==> config.mk <==
export PLATFORM = sky130hd
export DESIGN_NAME = irq_collect
export DESIGN_NICKNAME = d
export VERILOG_FILES = /design/src/rtl/irq_collect_pkg.sv /design/src/rtl/irq_field_map.sv /design/src/rtl/irq_bus_regs.sv /design/src/rtl/irq_summary.sv /design/src/rtl/irq_collect.sv
export SDC_FILE = /design/constraint.sdc
export NUM_CORES = 1
export LEC_CHECK = 0
export ABC_AREA = 1
export BUFFER_PORTS_ARGS = -buffer_cell sky130_fd_sc_hd__buf_2
export CORE_MARGIN = 1.5
export CORE_UTILIZATION = 55
export DETAILED_ROUTE_END_ITERATION = 8
export PLACE_DENSITY = 0.83
export REMOVE_ABC_BUFFERS = 1
export SYNTH_ARGS = -nofsm -noshare
export SYNTH_HDL_FRONTEND = slang
export SYNTH_SLANG_ARGS = --single-unit
==> constraint.sdc <==
create_clock -name clk -period 2.1 [get_ports clk]
set_clock_uncertainty 0.2 [all_clocks]
set_input_delay 0.315 -clock clk [delete_from_list [all_inputs] [get_ports clk]]
set_output_delay 0.315 -clock clk [all_outputs]
set_load 0.01 [all_outputs]
==> src/rtl/irq_collect_pkg.sv <==
package irq_collect_pkg;
  localparam int REG_W = 32;

  // Contiguous mask of w bits starting at bit lo.
  function automatic logic [REG_W-1:0] field_mask(input int lo, input int w);
    logic [REG_W-1:0] m;
    for (int i = 0; i < REG_W; i++) begin
      m[i] = (i >= lo) && (i < lo + w);
    end
    return m;
  endfunction
endpackage

==> src/rtl/irq_field_map.sv <==
module irq_field_map
  import irq_collect_pkg::*;
#(
  parameter int I2C_W_DEF   = 16,
  parameter int GPIO_SH_DEF = 16,
  parameter int GPIO_W_DEF  = 16,
  parameter int I2C_W_ALT   = 8,
  parameter int GPIO_SH_ALT = 12,
  parameter int GPIO_W_ALT  = 17,
  parameter int I2C_SRC_W   = 16,
  parameter int GPIO_SRC_W  = 17
) (
  input  logic                  layout_alt,
  input  logic [I2C_SRC_W-1:0]  i2c_src,
  input  logic [GPIO_SRC_W-1:0] gpio_src,
  output logic [REG_W-1:0]      set_vec,
  output logic [REG_W-1:0]      i2c_mask,
  output logic [REG_W-1:0]      gpio_mask
);
  localparam int NLAYOUT = 2;

  logic [REG_W-1:0] i2c_ext;
  logic [REG_W-1:0] gpio_ext;
  logic [REG_W-1:0] set_l   [NLAYOUT];
  logic [REG_W-1:0] i2c_m_l [NLAYOUT];
  logic [REG_W-1:0] gpio_m_l[NLAYOUT];

  assign i2c_ext  = REG_W'(i2c_src);
  assign gpio_ext = REG_W'(gpio_src);

  for (genvar g = 0; g < NLAYOUT; g++) begin : g_layout
    localparam int IW = (g == 0) ? I2C_W_DEF   : I2C_W_ALT;
    localparam int GS = (g == 0) ? GPIO_SH_DEF : GPIO_SH_ALT;
    localparam int GW = (g == 0) ? GPIO_W_DEF  : GPIO_W_ALT;
    localparam logic [REG_W-1:0] IM = field_mask(0, IW);
    localparam logic [REG_W-1:0] GM = field_mask(GS, GW);
    assign i2c_m_l[g]  = IM;
    assign gpio_m_l[g] = GM;
    assign set_l[g]    = (i2c_ext & IM) | ((gpio_ext << GS) & GM);
  end

  assign set_vec   = layout_alt ? set_l[1]    : set_l[0];
  assign i2c_mask  = layout_alt ? i2c_m_l[1]  : i2c_m_l[0];
  assign gpio_mask = layout_alt ? gpio_m_l[1] : gpio_m_l[0];
endmodule

==> src/rtl/irq_bus_regs.sv <==
module irq_bus_regs
  import irq_collect_pkg::*;
#(
  parameter int              ADDR_W   = 12,
  parameter logic [ADDR_W-1:0] ENA_OFF  = 12'h104,
  parameter logic [ADDR_W-1:0] PEND_OFF = 12'h108
) (
  input  logic              clk,
  input  logic              rst,
  input  logic [ADDR_W-1:0] bus_addr,
  input  logic              bus_wen,
  input  logic [REG_W-1:0]  bus_wdata,
  input  logic              bus_ren,
  input  logic [REG_W-1:0]  set_vec,
  input  logic [REG_W-1:0]  valid_mask,
  output logic [REG_W-1:0]  en_q,
  output logic [REG_W-1:0]  pend_q,
  output logic [REG_W-1:0]  clr_vec,
  output logic [REG_W-1:0]  bus_rdata
);
  logic hit_en_wr;
  logic [REG_W-1:0] rd_sel;

  assign hit_en_wr = bus_wen && (bus_addr == ENA_OFF);
  assign clr_vec   = (bus_wen && (bus_addr == PEND_OFF)) ? bus_wdata : '0;

  always_comb begin
    rd_sel = '0;
    if (bus_addr == ENA_OFF)       rd_sel = en_q;
    else if (bus_addr == PEND_OFF) rd_sel = pend_q;
  end

  always_ff @(posedge clk) begin
    if (rst) begin
      en_q      <= '0;
      pend_q    <= '0;
      bus_rdata <= '0;
    end else begin
      en_q      <= (hit_en_wr ? bus_wdata : en_q) & valid_mask;
      pend_q    <= ((pend_q & ~clr_vec) | set_vec) & valid_mask;
      bus_rdata <= bus_ren ? rd_sel : '0;
    end
  end
endmodule

==> src/rtl/irq_summary.sv <==
module irq_summary
  import irq_collect_pkg::*;
(
  input  logic             clk,
  input  logic             rst,
  input  logic [REG_W-1:0] en_q,
  input  logic [REG_W-1:0] pend_q,
  input  logic [REG_W-1:0] i2c_mask,
  input  logic [REG_W-1:0] gpio_mask,
  output logic             irq_out,
  output logic             i2c_sum,
  output logic             gpio_sum
);
  logic [REG_W-1:0] live;
  assign live = en_q & pend_q;

  always_ff @(posedge clk) begin
    if (rst) begin
      irq_out  <= 1'b0;
      i2c_sum  <= 1'b0;
      gpio_sum <= 1'b0;
    end else begin
      irq_out  <= |live;
      i2c_sum  <= |(live & i2c_mask);
      gpio_sum <= |(live & gpio_mask);
    end
  end
endmodule

==> src/rtl/irq_collect.sv <==
module irq_collect
  import irq_collect_pkg::*;
#(
  parameter int                ADDR_W      = 12,
  parameter logic [ADDR_W-1:0] ENA_OFF     = 12'h104,
  parameter logic [ADDR_W-1:0] PEND_OFF    = 12'h108,
  parameter int                I2C_W_DEF   = 16,
  parameter int                GPIO_SH_DEF = 16,
  parameter int                GPIO_W_DEF  = 16,
  parameter int                I2C_W_ALT   = 8,
  parameter int                GPIO_SH_ALT = 12,
  parameter int                GPIO_W_ALT  = 17,
  localparam int I2C_SRC_W  = (I2C_W_DEF > I2C_W_ALT) ? I2C_W_DEF : I2C_W_ALT,
  localparam int GPIO_SRC_W = (GPIO_W_DEF > GPIO_W_ALT) ? GPIO_W_DEF : GPIO_W_ALT
) (
  input  logic                  clk,
  input  logic                  rst,
  input  logic                  layout_alt,
  input  logic [I2C_SRC_W-1:0]  i2c_src,
  input  logic [GPIO_SRC_W-1:0] gpio_src,
  input  logic [ADDR_W-1:0]     bus_addr,
  input  logic                  bus_wen,
  input  logic [REG_W-1:0]      bus_wdata,
  input  logic                  bus_ren,
  output logic [REG_W-1:0]      bus_rdata,
  output logic                  irq_out,
  output logic                  i2c_sum,
  output logic                  gpio_sum
);
  logic [REG_W-1:0] set_vec;
  logic [REG_W-1:0] clr_vec;
  logic [REG_W-1:0] i2c_mask;
  logic [REG_W-1:0] gpio_mask;
  logic [REG_W-1:0] valid_mask;
  logic [REG_W-1:0] en_q;
  logic [REG_W-1:0] pend_q;

  assign valid_mask = i2c_mask | gpio_mask;

  irq_field_map #(
    .I2C_W_DEF(I2C_W_DEF), .GPIO_SH_DEF(GPIO_SH_DEF), .GPIO_W_DEF(GPIO_W_DEF),
    .I2C_W_ALT(I2C_W_ALT), .GPIO_SH_ALT(GPIO_SH_ALT), .GPIO_W_ALT(GPIO_W_ALT),
    .I2C_SRC_W(I2C_SRC_W), .GPIO_SRC_W(GPIO_SRC_W)
  ) u_map (
    .layout_alt(layout_alt),
    .i2c_src(i2c_src),
    .gpio_src(gpio_src),
    .set_vec(set_vec),
    .i2c_mask(i2c_mask),
    .gpio_mask(gpio_mask)
  );

  irq_bus_regs #(
    .ADDR_W(ADDR_W), .ENA_OFF(ENA_OFF), .PEND_OFF(PEND_OFF)
  ) u_regs (
    .clk(clk),
    .rst(rst),
    .bus_addr(bus_addr),
    .bus_wen(bus_wen),
    .bus_wdata(bus_wdata),
    .bus_ren(bus_ren),
    .set_vec(set_vec),
    .valid_mask(valid_mask),
    .en_q(en_q),
    .pend_q(pend_q),
    .clr_vec(clr_vec),
    .bus_rdata(bus_rdata)
  );

  irq_summary u_sum (
    .clk(clk),
    .rst(rst),
    .en_q(en_q),
    .pend_q(pend_q),
    .i2c_mask(i2c_mask),
    .gpio_mask(gpio_mask),
    .irq_out(irq_out),
    .i2c_sum(i2c_sum),
    .gpio_sum(gpio_sum)
  );
endmodule

# Word level (Yosys, flattened, before mapping)
# Cells that the tools add are included.
# word_totals
word_cells	33
reg_bits	99
inputBits	82
output_inout_bits	35
# op_classes
reduce_logical	6
mux	7
n_bitwise	12
eq_ne	2
# ops
operator	n
two-way mux 32 bit	6
bitwise AND 32 bit	5
OR reduction 32 bit	3
bitwise OR 32 bit	2
bitwise AND 32 x 16 -> 32 bit	1
inverter 32 bit	1
bitwise OR 16 x 32 -> 32 bit	1
bitwise OR 8 x 29 -> 29 bit	1
equality test 12 x 9 -> 1 bit, second input constant	2
two-way mux 16 bit	1
logical AND 1 bit	2
OR reduction 2 bit	1
inverter 1 bit	1

# Longest topological paths before layout
# depth
ltp_word	7
mapped_depth	10
mapped_depth_nobuf	8

# Cells and area by module
# A second synthesis with hierarchy kept.
# hier_totals
cells_unflattened	1031
hier_area_um2	6277.3
# modules_own_cells
mod	area_each_um2	n_inst	cells_each	seq_area_each_um2
irq_bus_regs	4217.8	1	603	1921.8
irq_summary	850.8	1	189	60.1
irq_field_map	848.3	1	143	0.0
irq_collect	360.3	1	96	0.0

# Worst setup path after synthesis
# OpenSTA, ideal clock, no wires.
# synth_timing
path_type	in2reg
from	in bus_addr[2]
to	reg (tool-made name)
setup_time_ns	0.113
slack_ns	0.646
cell_stages	8
n_path_buf	2
t_required_ns	1.787
arrival_ns	1.141
cell_sequence	inv_2 -> nor2_2 -> nand3_2 -> nand3b_1 -> buf_2 -> buf_2 -> nor2_1 -> nor2_1
# synth_rtl
item	line	rtl
start: declaration	irq_collect.sv:21	input logic [ADDR_W-1:0] bus_addr,

# Worst setup path after layout
# layout_timing
from	in bus_addr[7]
to	reg u_regs.en_q[17]
# layout_via
elab_chain_len	4
# layout_lines
item	line	rtl
equality test 12 x 9 -> 1 bit	irq_bus_regs.sv:24	assign hit_en_wr = bus_wen && (bus_addr == ENA_OFF);
logical AND 1 bit	irq_bus_regs.sv:24	
two-way mux 32 bit	irq_bus_regs.sv:39	en_q <= (hit_en_wr ? bus_wdata : en_q) & valid_mask;
bitwise AND 32 bit	irq_bus_regs.sv:39	
end signal: assignment	irq_bus_regs.sv:39	
end: declaration	irq_bus_regs.sv:16	output logic [REG_W-1:0] en_q,
# No other way between the ends.
# A chain may end at the register's enable or synchronous reset.

==> flow_summary.toml <==
[status]
status = "finished, violations left"
violations = "hold timing"

[setup_path]
cp_top_family = "simple AND/OR/NAND/NOR gates"
cp_max_fo = 64
required_ps = 2200
critPathSlowestCell = "buf_12"
worstReg2RegStart = "u_regs.pend_q[14]"
critPathArrivalTime_ps = 1500
worst-path-buf-inv = 2
worst_r2r_path_depth = 5
cpMostUsedCell = "nand2_1"
cp-start-kind = "primary input"
crit_type = "in -> reg"
ff2ff_setup_slack_ps = 790
r2r_end = "u_sum.i2c_sum"
cp-end-kind = "flop"
max_stage_delay_ps = 220
cp_cell_sequence = "buf_2 -> nor2_1 -> nand2_1 -> nor2_4 -> nand3b_1 -> buf_12 -> nand2_1 -> nand2_1 -> nor2_1"

[routing]
wl_met1_um = 4780
top_layer = "met4"
viasPerCell = 5.47
drtAntennaViolNets = 0
drtIter0Drc = 383
routed_wl_um = 12200
drc = 0
met2_length_um = 5950
wire_per_inst_um = 14.3
wl_met3_um = 1080
drtPass1Iterations = 5
routed-via-count = 4668

[hold_path]
hp-class = "in -> reg"
hold_path_depth = 3
hold_path.startpoint = "bus_wdata[19]"
hold_end = "u_regs.en_q[19]"

[logic_synthesis]
yosysWarnings = 0
synthSimpleGateAreaFrac_pct = 34.4
synth_compound_area_share_pct = 9.50
syn_area_per_cell_um2 = 6.88
ys_types = 23
synth.most_common_cell = "nand2_1"
ys_async_sr_fraction_pct = 0
syn-instance-count = 636
synth_top_area_cell = "dfxtp_1"
synth_top_area_share_pct = 45.3
synth_area_leaders = "dfxtp_1 45%, nand2_1 16%, nand4_1 9.0%"
yosysSeqAreaShare_pct = 45.3
muxShareOfSynthArea_pct = 0.916
synth_top_family_by_area = "simple AND/OR/NAND/NOR gates"
synthTopCellsByCount = "191 x nand2_1, 99 x dfxtp_1, 84 x nor2_1, 70 x a21oi_1, 63 x nand4_1"
synth-seq-cells = 99
synth_enable_flop_cells = 0
netlist_area_um2 = 4370
synthFlopType = "dfxtp_1"
synthAdderAreaFrac_pct = 0
synth-xor-area-share_pct = 0

[die]
initial_core_util_pct = 56.6
die_area_um2 = 8490
coreArea_um2 = 7730
io_pins = 117
die_w_um = 92.2
rows = 32
die_h_um = 92.2

[global_routing]
antenna_found_initial = 0
grt_overflow = 0
grt_pass1_wl_um = 20000
grt_start_max_net_pins = 65
grt.total_usage_pct = 29.5
grt_pass1_vias = 4405

[finish]
fin_nets = 831
nFillCells = 627
multi_input_area_um2 = 1980
seq_area_um2 = 1980
drive_above_1_share_pct = 19.7
final_area_um2 = 5420
diodes = 0
area_growth_pct = 23.9

[power]
pwr-share-clk_pct = 38.2
p_int_mw = 2.82
ir_worst_vdd_mv = 0.440
p_switching_mw = 0.826
power_density_nw_per_um2 = 673
power_frac_seq_pct = 53.6
switching_share_pct = 22.6
pwr-share-comb_pct = 8.2
p_leak_nw = 2.64

[clock_network]
h-tree-depth = 3
post_cts_buffers = 0
cts_root_buffer = "clkbuf_8"
cts_tree = "done"
cts_made_buffers = 9
path_clk_slew_ps = 80
clk_path_buf_depth = 2
cts_sinks = 99
clk_latency_ps = 360

[sta]
fin_crit_ps = 1400
drv_slew = 0
rsz0062_at_grt = "no"
timing.fmax_mhz = 716
finalHoldViolCount = 1
period_share_pct = 66.5
max_slew_margin_pct = 65.4
setup_tns_ps = 0
finalSetupViolations = 0
worst_pin_slew_ps = 516
finalHoldWorstSlack_ps = -4.00

[place]
dp_hpwl_um = 7950
place.gp.congestion = 0.880
postPlaceCellArea_um2 = 5040
port-buffer-count = 116

[job]
cap_violations = 0
-- cell type report --
class / instances / area share (%)
Timing Repair Buffer: 144 / 16.5
Inverter: 59 / 4.09
Multi-Input combinational cell: 436 / 36.5
Tap cell: 102 / 2.35
Clock inverter: 3 / 1.66
Clock buffer: 10 / 2.35
Sequential cell: 99 / 36.6
-- registers in the layout, indices dropped and copies added (netlist names), named ones only --
name	count
u_regs.bus_rdata	32
u_sum.gpio_sum	1
u_sum.irq_out	1
u_regs.en_q	28
u_sum.i2c_sum	1
u_regs.pend_q	32
-- routing by layer --
layer  vias up  track usage (%)
li1       2267                -
met1      2121             36.7
met3        33             5.39
met2       247             51.2
met4         0             10.1
met5         -                0
-- metrics by stage --
| step | std cells | power, mW | setup WS, ps | util [%] | hold WS [ps] |
|---|---|---|---|---|---|
| 2_1_floorplan | 594 | 2.09 | -2690 | - | 184 |
| 3_3_place_gp | 824 | 2.26 | 414 | 65.3 | 261 |
| 3_5_place_dp | 824 | 2.27 | 353 | 65.3 | 267 |
| 4_1_cts | 852 | 3.65 | 729 | 70.0 | 0.676 |
| 5_1_grt | 853 | 3.77 | 592 | 70.1 | 1.81 |
| 6_report | 853 | 3.65 | 704 | 70.1 | -4.00 |
-- worst max-delay path by stage --
stage,slack (ps),to,startpoint,depth (start not counted)
finish,700,u_regs.en_q[17],bus_addr[7],9
global placement,410,u_regs.bus_rdata[4],bus_addr[5],7
global route,590,u_regs.en_q[25],bus_addr[5],9
floorplan,-2690,flop,bus_addr[5],6
detailed placement,350,u_regs.bus_rdata[10],bus_addr[7],7
CTS,730,u_regs.en_q[17],bus_addr[7],9
-- what timing repair did --
item | in CTS | in global routing
endpoints found under the hold margin | 15 | 1
gates resized for setup | 0 | 0
hold buffers | 15 | 1
-- power by group through the flow --
stage | Sequential (mW) | Combinational, mW | Clock [mW]
final | 1.96 | 0.298 | 1.39
after global placement | 2.00 | 0.262 | 0
after CTS | 1.95 | 0.292 | 1.40
after global routing | 1.96 | 0.327 | 1.48
after floorplan | 1.99 | 0.0984 | 0
after detailed placement | 2.00 | 0.271 | 0
-- cell families (layout without fill, tap and decap cells) --
family	Yosys count	after routing
AND/OR/NAND/NOR	350	350
buffers and inverters	101	216
multiplexers	4	4
flip-flops	99	99
AO/OA/AOI/OAI	82	82
-- layout by cell type (no fill, tap or decap), types with 4 or more instances in the layout --
master           n
nand2_1        191
buf_2          116
dfxtp_1         99
nor2_1          83
a21oi_1         70
nand4_1         63
inv_1           55
dlygate4sd3_1   16
o21ai_0         10
clkbuf_8         9
buf_4            7
buf_12           5
nand3_1          4
mux2i_1          4
-- worst min-delay path, delay by kind of cell --
family                 cells  cell delay, ps
buffers and inverters      1              90
AND/OR/NAND/NOR            2             120
Note: power is estimated with default switching activity, not from simulation.
